### src/rtl/embsync_pkg.sv
package embsync_pkg;

   localparam int BUS_W    = 12;
   localparam int CODE_LEN = 4;

   typedef enum logic [1:0] {
      BW_8   = 2'd0,
      BW_10  = 2'd1,
      BW_12  = 2'd2,
      BW_12X = 2'd3
   } bw_e;

   typedef struct packed {
      logic sav;
      logic eav;
      logic f;
      logic v;
   } code_t;

   function automatic int bw_bits(input logic [1:0] sel);
      case (bw_e'(sel))
         BW_8:    return 8;
         BW_10:   return 10;
         default: return 12;
      endcase
   endfunction

   function automatic logic [BUS_W-1:0] bw_mask(input logic [1:0] sel);
      logic [BUS_W-1:0] m;
      int n;
      n = bw_bits(sel);
      for (int i = 0; i < BUS_W; i++) m[i] = (i < n);
      return m;
   endfunction

endpackage

### src/rtl/embsync_pipe.sv
module embsync_pipe #(
   parameter int W     = 12,
   parameter int DEPTH = 4
) (
   input  logic                      clk,
   input  logic                      rst_n,
   input  logic [W-1:0]              d,
   output logic [DEPTH-1:0][W-1:0]   taps
);

   logic [W-1:0] st [DEPTH];

   if (DEPTH < 2) begin : g_bad_depth
      $error("embsync_pipe: DEPTH must be at least 2");
   end

   always_ff @(posedge clk or negedge rst_n) begin
      if (!rst_n) begin
         for (int i = 0; i < DEPTH; i++) st[i] <= '0;
      end else begin
         st[0] <= d;
         for (int i = 1; i < DEPTH; i++) st[i] <= st[i-1];
      end
   end

   for (genvar s = 0; s < DEPTH; s++) begin : g_tap
      assign taps[s] = st[s];
   end

endmodule

### src/rtl/embsync_code_det.sv
module embsync_code_det
   import embsync_pkg::*;
(
   input  logic [1:0]             width_sel,
   input  logic [BUS_W-1:0]       cur,
   input  logic [2:0][BUS_W-1:0]  hist,
   output code_t                  code
);

   logic [BUS_W-1:0] ones;
   logic             lead_ok;
   logic             f_b, v_b, h_b;

   always_comb begin
      ones    = bw_mask(width_sel);
      lead_ok = (hist[2] == ones) && (hist[1] == '0) && (hist[0] == '0);
      case (bw_e'(width_sel))
         BW_8: begin
            f_b = cur[6]; v_b = cur[5]; h_b = cur[4];
         end
         BW_10: begin
            f_b = cur[8]; v_b = cur[7]; h_b = cur[6];
         end
         default: begin
            f_b = cur[10]; v_b = cur[9]; h_b = cur[8];
         end
      endcase
      code.sav = lead_ok && !h_b;
      code.eav = lead_ok && h_b;
      code.f   = f_b;
      code.v   = v_b;
   end

endmodule

### src/rtl/embsync_timing.sv
module embsync_timing
   import embsync_pkg::*;
#(
   parameter int HS_CLKS = 16,
   parameter int DEPTH   = 4
) (
   input  logic   clk,
   input  logic   rst_n,
   input  code_t  code,
   output logic   de,
   output logic   hsync,
   output logic   vsync,
   output logic   field
);

   localparam int CNT_W = $clog2(HS_CLKS + 1);

   logic [DEPTH-1:0] act;
   logic             span_open;
   logic [CNT_W-1:0] hs_cnt;

   if (HS_CLKS < 1) begin : g_bad_hs
      $error("embsync_timing: HS_CLKS must be at least 1");
   end

   always_ff @(posedge clk or negedge rst_n) begin
      if (!rst_n) begin
         act       <= '0;
         span_open <= 1'b0;
         hs_cnt    <= '0;
         vsync     <= 1'b0;
         field     <= 1'b0;
      end else begin
         if (code.sav || code.eav) act <= '0;
         else                      act <= {act[DEPTH-2:0], span_open};

         if (code.eav) begin
            span_open <= 1'b0;
            hs_cnt    <= CNT_W'(HS_CLKS);
            vsync     <= code.v;
            field     <= code.f;
         end else begin
            if (code.sav) span_open <= !code.v;
            if (hs_cnt != '0) hs_cnt <= hs_cnt - 1'b1;
         end
      end
   end

   assign de    = act[DEPTH-1];
   assign hsync = (hs_cnt != '0);

endmodule

### src/rtl/embsync_extract.sv
module embsync_extract
   import embsync_pkg::*;
#(
   parameter int HS_CLKS = 16
) (
   input  logic              clk,
   input  logic              rst_n,
   input  logic [1:0]        width_sel,
   input  logic [BUS_W-1:0]  din,
   output logic [BUS_W-1:0]  dout,
   output logic              de,
   output logic              hsync,
   output logic              vsync,
   output logic              field
);

   logic [BUS_W-1:0]                din_m;
   logic [CODE_LEN-1:0][BUS_W-1:0]  taps;
   code_t                           code_w;
   logic                            sav_hit, eav_hit;

   if (CODE_LEN != 4) begin : g_bad_code
      $error("embsync_extract: code length must be four words");
   end

   assign din_m = din & bw_mask(width_sel);

   embsync_pipe #(.W(BUS_W), .DEPTH(CODE_LEN)) u_pipe (
      .clk   (clk),
      .rst_n (rst_n),
      .d     (din_m),
      .taps  (taps)
   );

   embsync_code_det u_det (
      .width_sel (width_sel),
      .cur       (din_m),
      .hist      (taps[2:0]),
      .code      (code_w)
   );

   embsync_timing #(.HS_CLKS(HS_CLKS), .DEPTH(CODE_LEN)) u_tim (
      .clk   (clk),
      .rst_n (rst_n),
      .code  (code_w),
      .de    (de),
      .hsync (hsync),
      .vsync (vsync),
      .field (field)
   );

   assign dout    = taps[CODE_LEN-1];
   assign sav_hit = code_w.sav;
   assign eav_hit = code_w.eav;

endmodule

### config.mk
export PLATFORM = sky130hd
export DESIGN_NAME = embsync_extract
export DESIGN_NICKNAME = d
export VERILOG_FILES = /design/src/rtl/embsync_pkg.sv /design/src/rtl/embsync_pipe.sv /design/src/rtl/embsync_code_det.sv /design/src/rtl/embsync_timing.sv /design/src/rtl/embsync_extract.sv
export SDC_FILE = /design/constraint.sdc
export NUM_CORES = 1
export LEC_CHECK = 0
export CELL_PAD_IN_SITES_DETAIL_PLACEMENT = 0
export CELL_PAD_IN_SITES_GLOBAL_PLACEMENT = 1
export CORE_MARGIN = 2
export CORE_UTILIZATION = 25
export DETAILED_ROUTE_END_ITERATION = 10
export GPL_TIMING_DRIVEN = 0
export PLACE_DENSITY = 0.53
export SLEW_MARGIN = 25
export SYNTH_ARGS = -nofsm -noshare
export SYNTH_HDL_FRONTEND = slang
export SYNTH_HIERARCHICAL = 1
export SYNTH_SLANG_ARGS = --single-unit
### constraint.sdc
create_clock -name clk -period 1.9 [get_ports clk]
set_input_delay 0.475 -clock clk [delete_from_list [all_inputs] [get_ports clk]]
set_output_delay 0.475 -clock clk [all_outputs]
set_load 0.03 [all_outputs]
==> results.md, run 1 <==
* Grt total ovfl at 0
* Status: finished with violations
* Vias in the first global route at roughly 1200
* Share of power burned in registers at 43.7%
* Final Instance Area at 0.00282 mm2
* DR vias/cell at about 3.8
* Final core occ at 37.1%
* Synth area leaders: dfrtp_1 (78%), and2_1 (1.6%), nor4_1 (1.6%), mux2i_1 (1.6%), mux2_1 (1.2%)
* Synth Net Count at ~140
* CP peak stage delay at between 400 and 500 ps
* Routability Congestion at between 0.6 and 0.7
* Synth async-reset ratio at between 90% and 100%
* ANT nets after route at 0
* Finished Layout Cells at approximately 290
* Worst Path Arrival at between 1500 and 2000 ps
* Die width at ~92 um
* Seq cells post-synth at 60
* Remaining routing DRC violations at 0
* Synth Flop Type: dfrtp_1
* Critical path class: reg -> out
* Post-synthesis cell type count at 34
* Clock slew at reported path FFs at ~60 ps
* Pre-CTS setup slack at -848 ps
* Cell row count at 32
* Placed inst area at 0.00242 mm2
* Max-Slew Margin vs Limit at 79.0%
* Most frequent cells after synthesis: dfrtp_1 (60), nand2_1 (6), nor2_1 (6)
* Area of the core at 0.00761 mm2
* Net Sw Frac at roughly 22%
* Max Clock Skew at 6.99 ps
* Synth top area share at about 78%
* CTS Buf Count at 9
* Peak supply drop at about 0.34 mV
* Clk Latency, worst-skew pair at 320 ps
* Final Hold Vio Count at 0
* Power Dens Cells at approximately 1200 mW/mm2
* Setup violations, final at 8
* Mean post-synth cell area at 15.3 um2
* Critical Path Start Type: flop
* Vias at between 1000 and 1500
* RSZ-0062 raised after global routing: yes
* Fin crit share at 105%
* FILL cells at between 700 and 800
* Minimum clock period after layout at 2000 ps
* Critical Path, Cell by Cell: inv_2 -> ha_4 -> or4b_4 -> buf_6
* H-tree Lvls at 3
* Min-delay worst type: in -> async
* Setup slack after layout at -100 ps
* Crit path max fanout at 2
* Critical Path RT at approximately 1400 ps
* Most common cell in the netlist: dfrtp_1
* Post-Syn Area at approximately 0.0019 mm2
* Yosys warns at 6
* Clock buffer depth at 2
* Slew Limit Fails at 0
* WL/cell at roughly 12 um
* Crit path capture type: output port
* Inst Count DP at 260
* Sw power at about 0.74 mW
* ANT cells at 0
* Total power at between 3 and 4 mW
* Num Clock Sinks at 60
* Int Pwr at around 2.6 mW
* Dominant cell type by area after synthesis: dfrtp_1
* CP max-delay cell: or4b_4
* Die area at 0.00845 mm2
* Total Routed Length at 3280 um
* All-Layer GR Usage at 9.11%
* Port bufs at 31
* DP HPWL at between 2000 and 2500 um
* Clock Tree Root: clkbuf_8
* DRT Pass-1 Iters at 4
* Initial antenna violation count at 0
* Number of flops mapped to enable cells by yosys at 0
* Cells after Synth at 126
* Initial core utilization at 25.4%
* Leak Pwr at between 1 and 1.5 nW
* Global-route wire length before repair at ~5800 um
* Setup TNS at -433 ps
* Logic pwr share at approximately 15%
* IO Pins at 32
* DR iter-0 viols at 63
* Layout cells sized above 1 at between 30% and 40%
* Worst slew pin tran at approximately 310 ps
* Failing checks: setup timing
* Fin nets at around 200
* Area growth syn-to-layout at 46.2%
* CTS tree: yes
* Die Y at 91.9 um
* Clock power frac at about two fifths
* Hold WS at ~130 ps
* Max Cap Violations at 0
* Fmax achieved at ~500 MHz
* Register area share after synthesis at approximately 80%
* Largest net degree at the start of global routing at between 60 and 70
power by group through the flow:
stage,clock network (mW),logic (mW),registers (mW)
6_report,1.39,0.489,1.46
5_1_grt,1.49,0.534,1.47
4_1_cts,1.42,0.506,1.45
3_5_place_dp,0,0.390,1.48
3_3_place_gp,0,0.366,1.47
2_1_floorplan,0,0.213,1.49
placed cells by master (no fill, tap or decap), drive strengths merged, types with 5 or more instances in the layout:
| cell type | instances |
|---|---|
| nor2 | 6 |
| and2 | 7 |
| nor4 | 5 |
| dfrtp | 60 |
| nand2 | 6 |
| clkdlybuf4s50 | 27 |
| buf | 16 |
| clkbuf | 14 |
worst max-delay path: cells and delay by family, from the launching register on:
family                   cells  cell delay (ps)
adder cells (fa/ha/maj)      1              130
buffers and inverters        2              240
flip-flops                   1              380
AND/OR/NAND/NOR              1              470
metal layers:
layer / GRT usage [%] / vias up / part of all wire, %
met5: 0 / - / 0
met4: 6.34 / 0 / 2.9
met3: 3.37 / 8 / 5.2
met2: 13.1 / 28 / 46
met1: 11.3 / 522 / 46
li1: - / 533 / -
repair_timing:
action                                  in CTS  in global routing
endpoints found under the setup margin      13                 13
pin swaps                                   11                  4
hold buffers                                 0                  0
setup buffers                                8                  3
gates resized for setup                     28                  7
kinds of logic (layout without fill, tap and decap cells):
logic type	after synthesis	count (layout)	share of synthesized area (%)
compound gates	13	13	4.99
xor+xnor	1	1	0.453
fa+ha+maj	1	1	0.648
buf+inv	8	65	2.07
flops	60	60	77.7
mux	5	5	2.72
simple gates	38	38	11.4
path summary, 6_finish.rpt:
check                                       end  slack (ps)             from  depth (start not counted)
min in group clk                u_pipe/taps[37]         370  u_pipe/taps[25]                          0
worst min register to register  u_pipe/taps[37]         370  u_pipe/taps[25]                          0
worst max register to register      u_tim/field         -80  u_pipe/taps[20]                          6
worst min-delay path            u_pipe/taps[36]         130            rst_n                          2
worst max-delay path                      hsync        -100  u_tim/hs_cnt[0]                          4
max in group asynchronous       u_pipe/taps[41]        1520            rst_n                          2
layout make-up:
type,count,area [um2],area share [%]
Clock buffer,12,155,5.49
Timing Repair Buffer,42,405,14.4
Sequential cell,60,1500,53.2
Inverter,3,11.3,0.399
Tap cell,102,128,4.52
Buffer,4,43.8,1.55
Clock inverter,4,95.1,3.37
Multi-Input combinational cell,58,484,17.1
state kept, by name (all words and copies together), names as in the netlist:
signal / flops
u_tim/field: 1
u_tim/hs_cnt: 5
u_tim/span_open: 1
u_pipe/taps: 48
u_tim/act: 4
u_tim/vsync: 1
Power figures use the tool's default switching activity.
==> run 2, diff against run 1 <==
--- a/config.mk
+++ b/config.mk
@@ -9,6 +9,7 @@
 export CELL_PAD_IN_SITES_GLOBAL_PLACEMENT = 1
 export CORE_MARGIN = 2
 export CORE_UTILIZATION = 25
+export CTS_BUF_LIST = sky130_fd_sc_hd__clkbuf_8
 export DETAILED_ROUTE_END_ITERATION = 10
 export GPL_TIMING_DRIVEN = 0
 export PLACE_DENSITY = 0.53
@@ -17,3 +18,4 @@
 export SYNTH_HDL_FRONTEND = slang
 export SYNTH_HIERARCHICAL = 1
 export SYNTH_SLANG_ARGS = --single-unit
+export TNS_END_PERCENT = 30
==> run 2 against run 1 <==
The flow still finishes with violations (setup timing). Final area down 1.2%. Critical path depth unchanged. Clock power about the same. Global-route usage about the same. Utilization down 0.44 points. Combinational power down 0.8%. Fmax down 0.18%. Setup slack worse by 3.7 ps. Critical path type unchanged. Critical endpoint unchanged.
==> results.md, run 2 (synthesis gave the netlist of run 1 again) <==
* Status: finished with violations (unchanged)
* Failing checks: setup timing (unchanged)
* Setup slack after layout at -104 ps (was -100 ps)
* Min-delay worst type: in -> async (unchanged)
* Pre-CTS setup slack at -848 ps (unchanged)
* Max Cap Violations at 0 (unchanged)
* Num Clock Sinks at 60 (unchanged)
* DR iter-0 viols at 54 (was 63)
* Final core occ at 36.7% (was 37.1%)
* Fin crit share at 105% (about the same)
* Die Y at 91.9 um (unchanged)
* DR vias/cell at 3.84 (was 3.83)
* Clock slew at reported path FFs at 60 ps (about the same)
* Fin nets at 192 (was 195)
* Global-route wire length before repair at 5780 um (was 5760 um)
* Clock Tree Root: clkbuf_8 (unchanged)
* Critical Path Start Type: flop (unchanged)
* FF-to-FF End: u_tim/field (unchanged)
* Remaining routing DRC violations at 0 (unchanged)
* Die area at 0.00845 mm2 (unchanged)
* Worst slew pin tran at 314 ps (unchanged)
* Max Clock Skew at 7.18 ps (was 6.99 ps)
* Initial core utilization at 25.4% (unchanged)
* ANT nets after route at 0 (unchanged)
* WL/cell at 11.7 um (was 11.5 um)
* Clock buffer depth at 2 (unchanged)
* Initial antenna violation count at 0 (unchanged)
* DRT Pass-1 Iters at 4 (unchanged)
* Vias at 1083 (was 1091)
* Setup violations, final at 3 (was 8)
* Area of the core at 0.00761 mm2 (unchanged)
* Total power at 3.32 mW (was 3.33 mW)
* FF-to-FF path depth at 6 (unchanged)
* Routability Congestion at 0.700 (unchanged)
* Power Dens Cells at 1190 mW/mm2 (was 1180 mW/mm2)
* Critical Path RT at 1420 ps (about the same)
* Setup TNS at -213 ps (was -433 ps)
* Area growth syn-to-layout at 44.4% (was 46.2%)
* Largest net degree at the start of global routing at 61 (unchanged)
* Hold WS at 129 ps (about the same)
* Max-Slew Margin vs Limit at 79.0% (unchanged)
* Max reg flops at 48 (unchanged)
* Slew Limit Fails at 0 (unchanged)
* Port bufs at 31 (unchanged)
* Most frequent cells in the layout: dfrtp_1 (60), clkdlybuf4s50_1 (27), clkbuf_8 (12), buf_4 (10), nand2_1 (6) (was dfrtp_1 (60), clkdlybuf4s50_1 (27), buf_4 (13), clkbuf_8 (12), nand2_1 (6))
* Final Hold Vio Count at 0 (unchanged)
* Peak supply drop at 0.339 mV (about the same)
* Vias in the first global route at 1197 (was 1208)
* Critical path class: reg -> out (unchanged)
* Leak Pwr at 1.22 nW (was 1.24 nW)
* Leading cell type in the layout, fill and taps excluded: dfrtp_1 (unchanged)
* DP HPWL at 2250 um (unchanged)
* Crit path capture type: output port (unchanged)
* R2R setup slack at -60 ps (was -80 ps)
* Crit. Startpoint: u_tim/hs_cnt[0] (unchanged)
* CTS Buf Count at 9 (unchanged)
* Fmax achieved at 499 MHz (was 500 MHz)
* H-tree Lvls at 3 (unchanged)
* Minimum clock period after layout at 2000 ps (about the same)
* Grt total ovfl at 0 (unchanged)
* Crit path max fanout at 2 (unchanged)
* Layout cells sized above 1 at 27.2% (was 30.1%)
* Total Routed Length at 3290 um (was 3280 um)
* Cell row count at 32 (unchanged)
* IO Pins at 32 (unchanged)
* Worst reg2reg startpoint: u_pipe/taps[20] (unchanged)
* Worst Path Arrival at 1530 ps (about the same)
* Clk Latency, worst-skew pair at 320 ps (about the same)
* All-Layer GR Usage at 9.14% (was 9.11%)
* RSZ-0062 raised after global routing: yes (unchanged)
* ANT cells at 0 (unchanged)
* Die width at 91.9 um (unchanged)
* CTS tree: yes (unchanged)
[run 2: worst max path at each step]
stage,endpoint,slack [ps]
finish,hsync,-100
global route,hsync,-160
CTS,hsync,-200
detailed placement,u_tim/field,-850
global placement,u_pipe/taps[41],-1310
floorplan,u_tim/field,7
[run 2: per-layer routing]
layer	global-route usage, %	up-vias	wire (um)
met5	0	-	0
li1	-	526	-
met2	13.1	28	1530
met1	11.4	521	1500
met4	6.34	0	95
met3	3.37	8	171
[run 2: cell type report]
| class | instances | area, um2 |
|---|---|---|
| buffer | 4 | 43.8 |
| clock buffer | 11 | 151 |
| clock inverter | 5 | 98.8 |
| fill | 749 | 4820 |
| inverter | 3 | 11.3 |
| multi-input combinational | 58 | 472 |
| sequential | 60 | 1500 |
| tap | 102 | 128 |
| timing repair buffer | 39 | 384 |
[run 2: worst max-delay path: stages, from the launching register on]
cell and delay [ps]:
dfrtp_1 380, inv_2 80, ha_4 130, or4b_4 470, buf_6 160
[run 2: through the flow]
stage          area, um2  std cells
2_1_floorplan       1960        126
3_3_place_gp        2390        259
3_5_place_dp        2420        260
4_1_cts             2790        283
5_1_grt             2790        282
6_report            2790        282
[run 2: power by group]
group | internal, mW | leakage [nW] | switching (mW) | total [mW]
Clock | 0.936 | 0.131 | 0.448 | 1.38
Combinational | 0.265 | 0.359 | 0.220 | 0.485
Sequential | 1.39 | 0.731 | 0.0700 | 1.46
[run 2: what timing repair did]
action / 4_1_cts / 5_1_grt
pin swaps: 5 / 4
hold buffers: 0 / 0
endpoints found under the setup margin: 13 / 13
gates resized for setup: 25 / 6
endpoints found under the hold margin: 0 / 0
buffers inserted: 7 / 0
gates cloned: 0 / 0
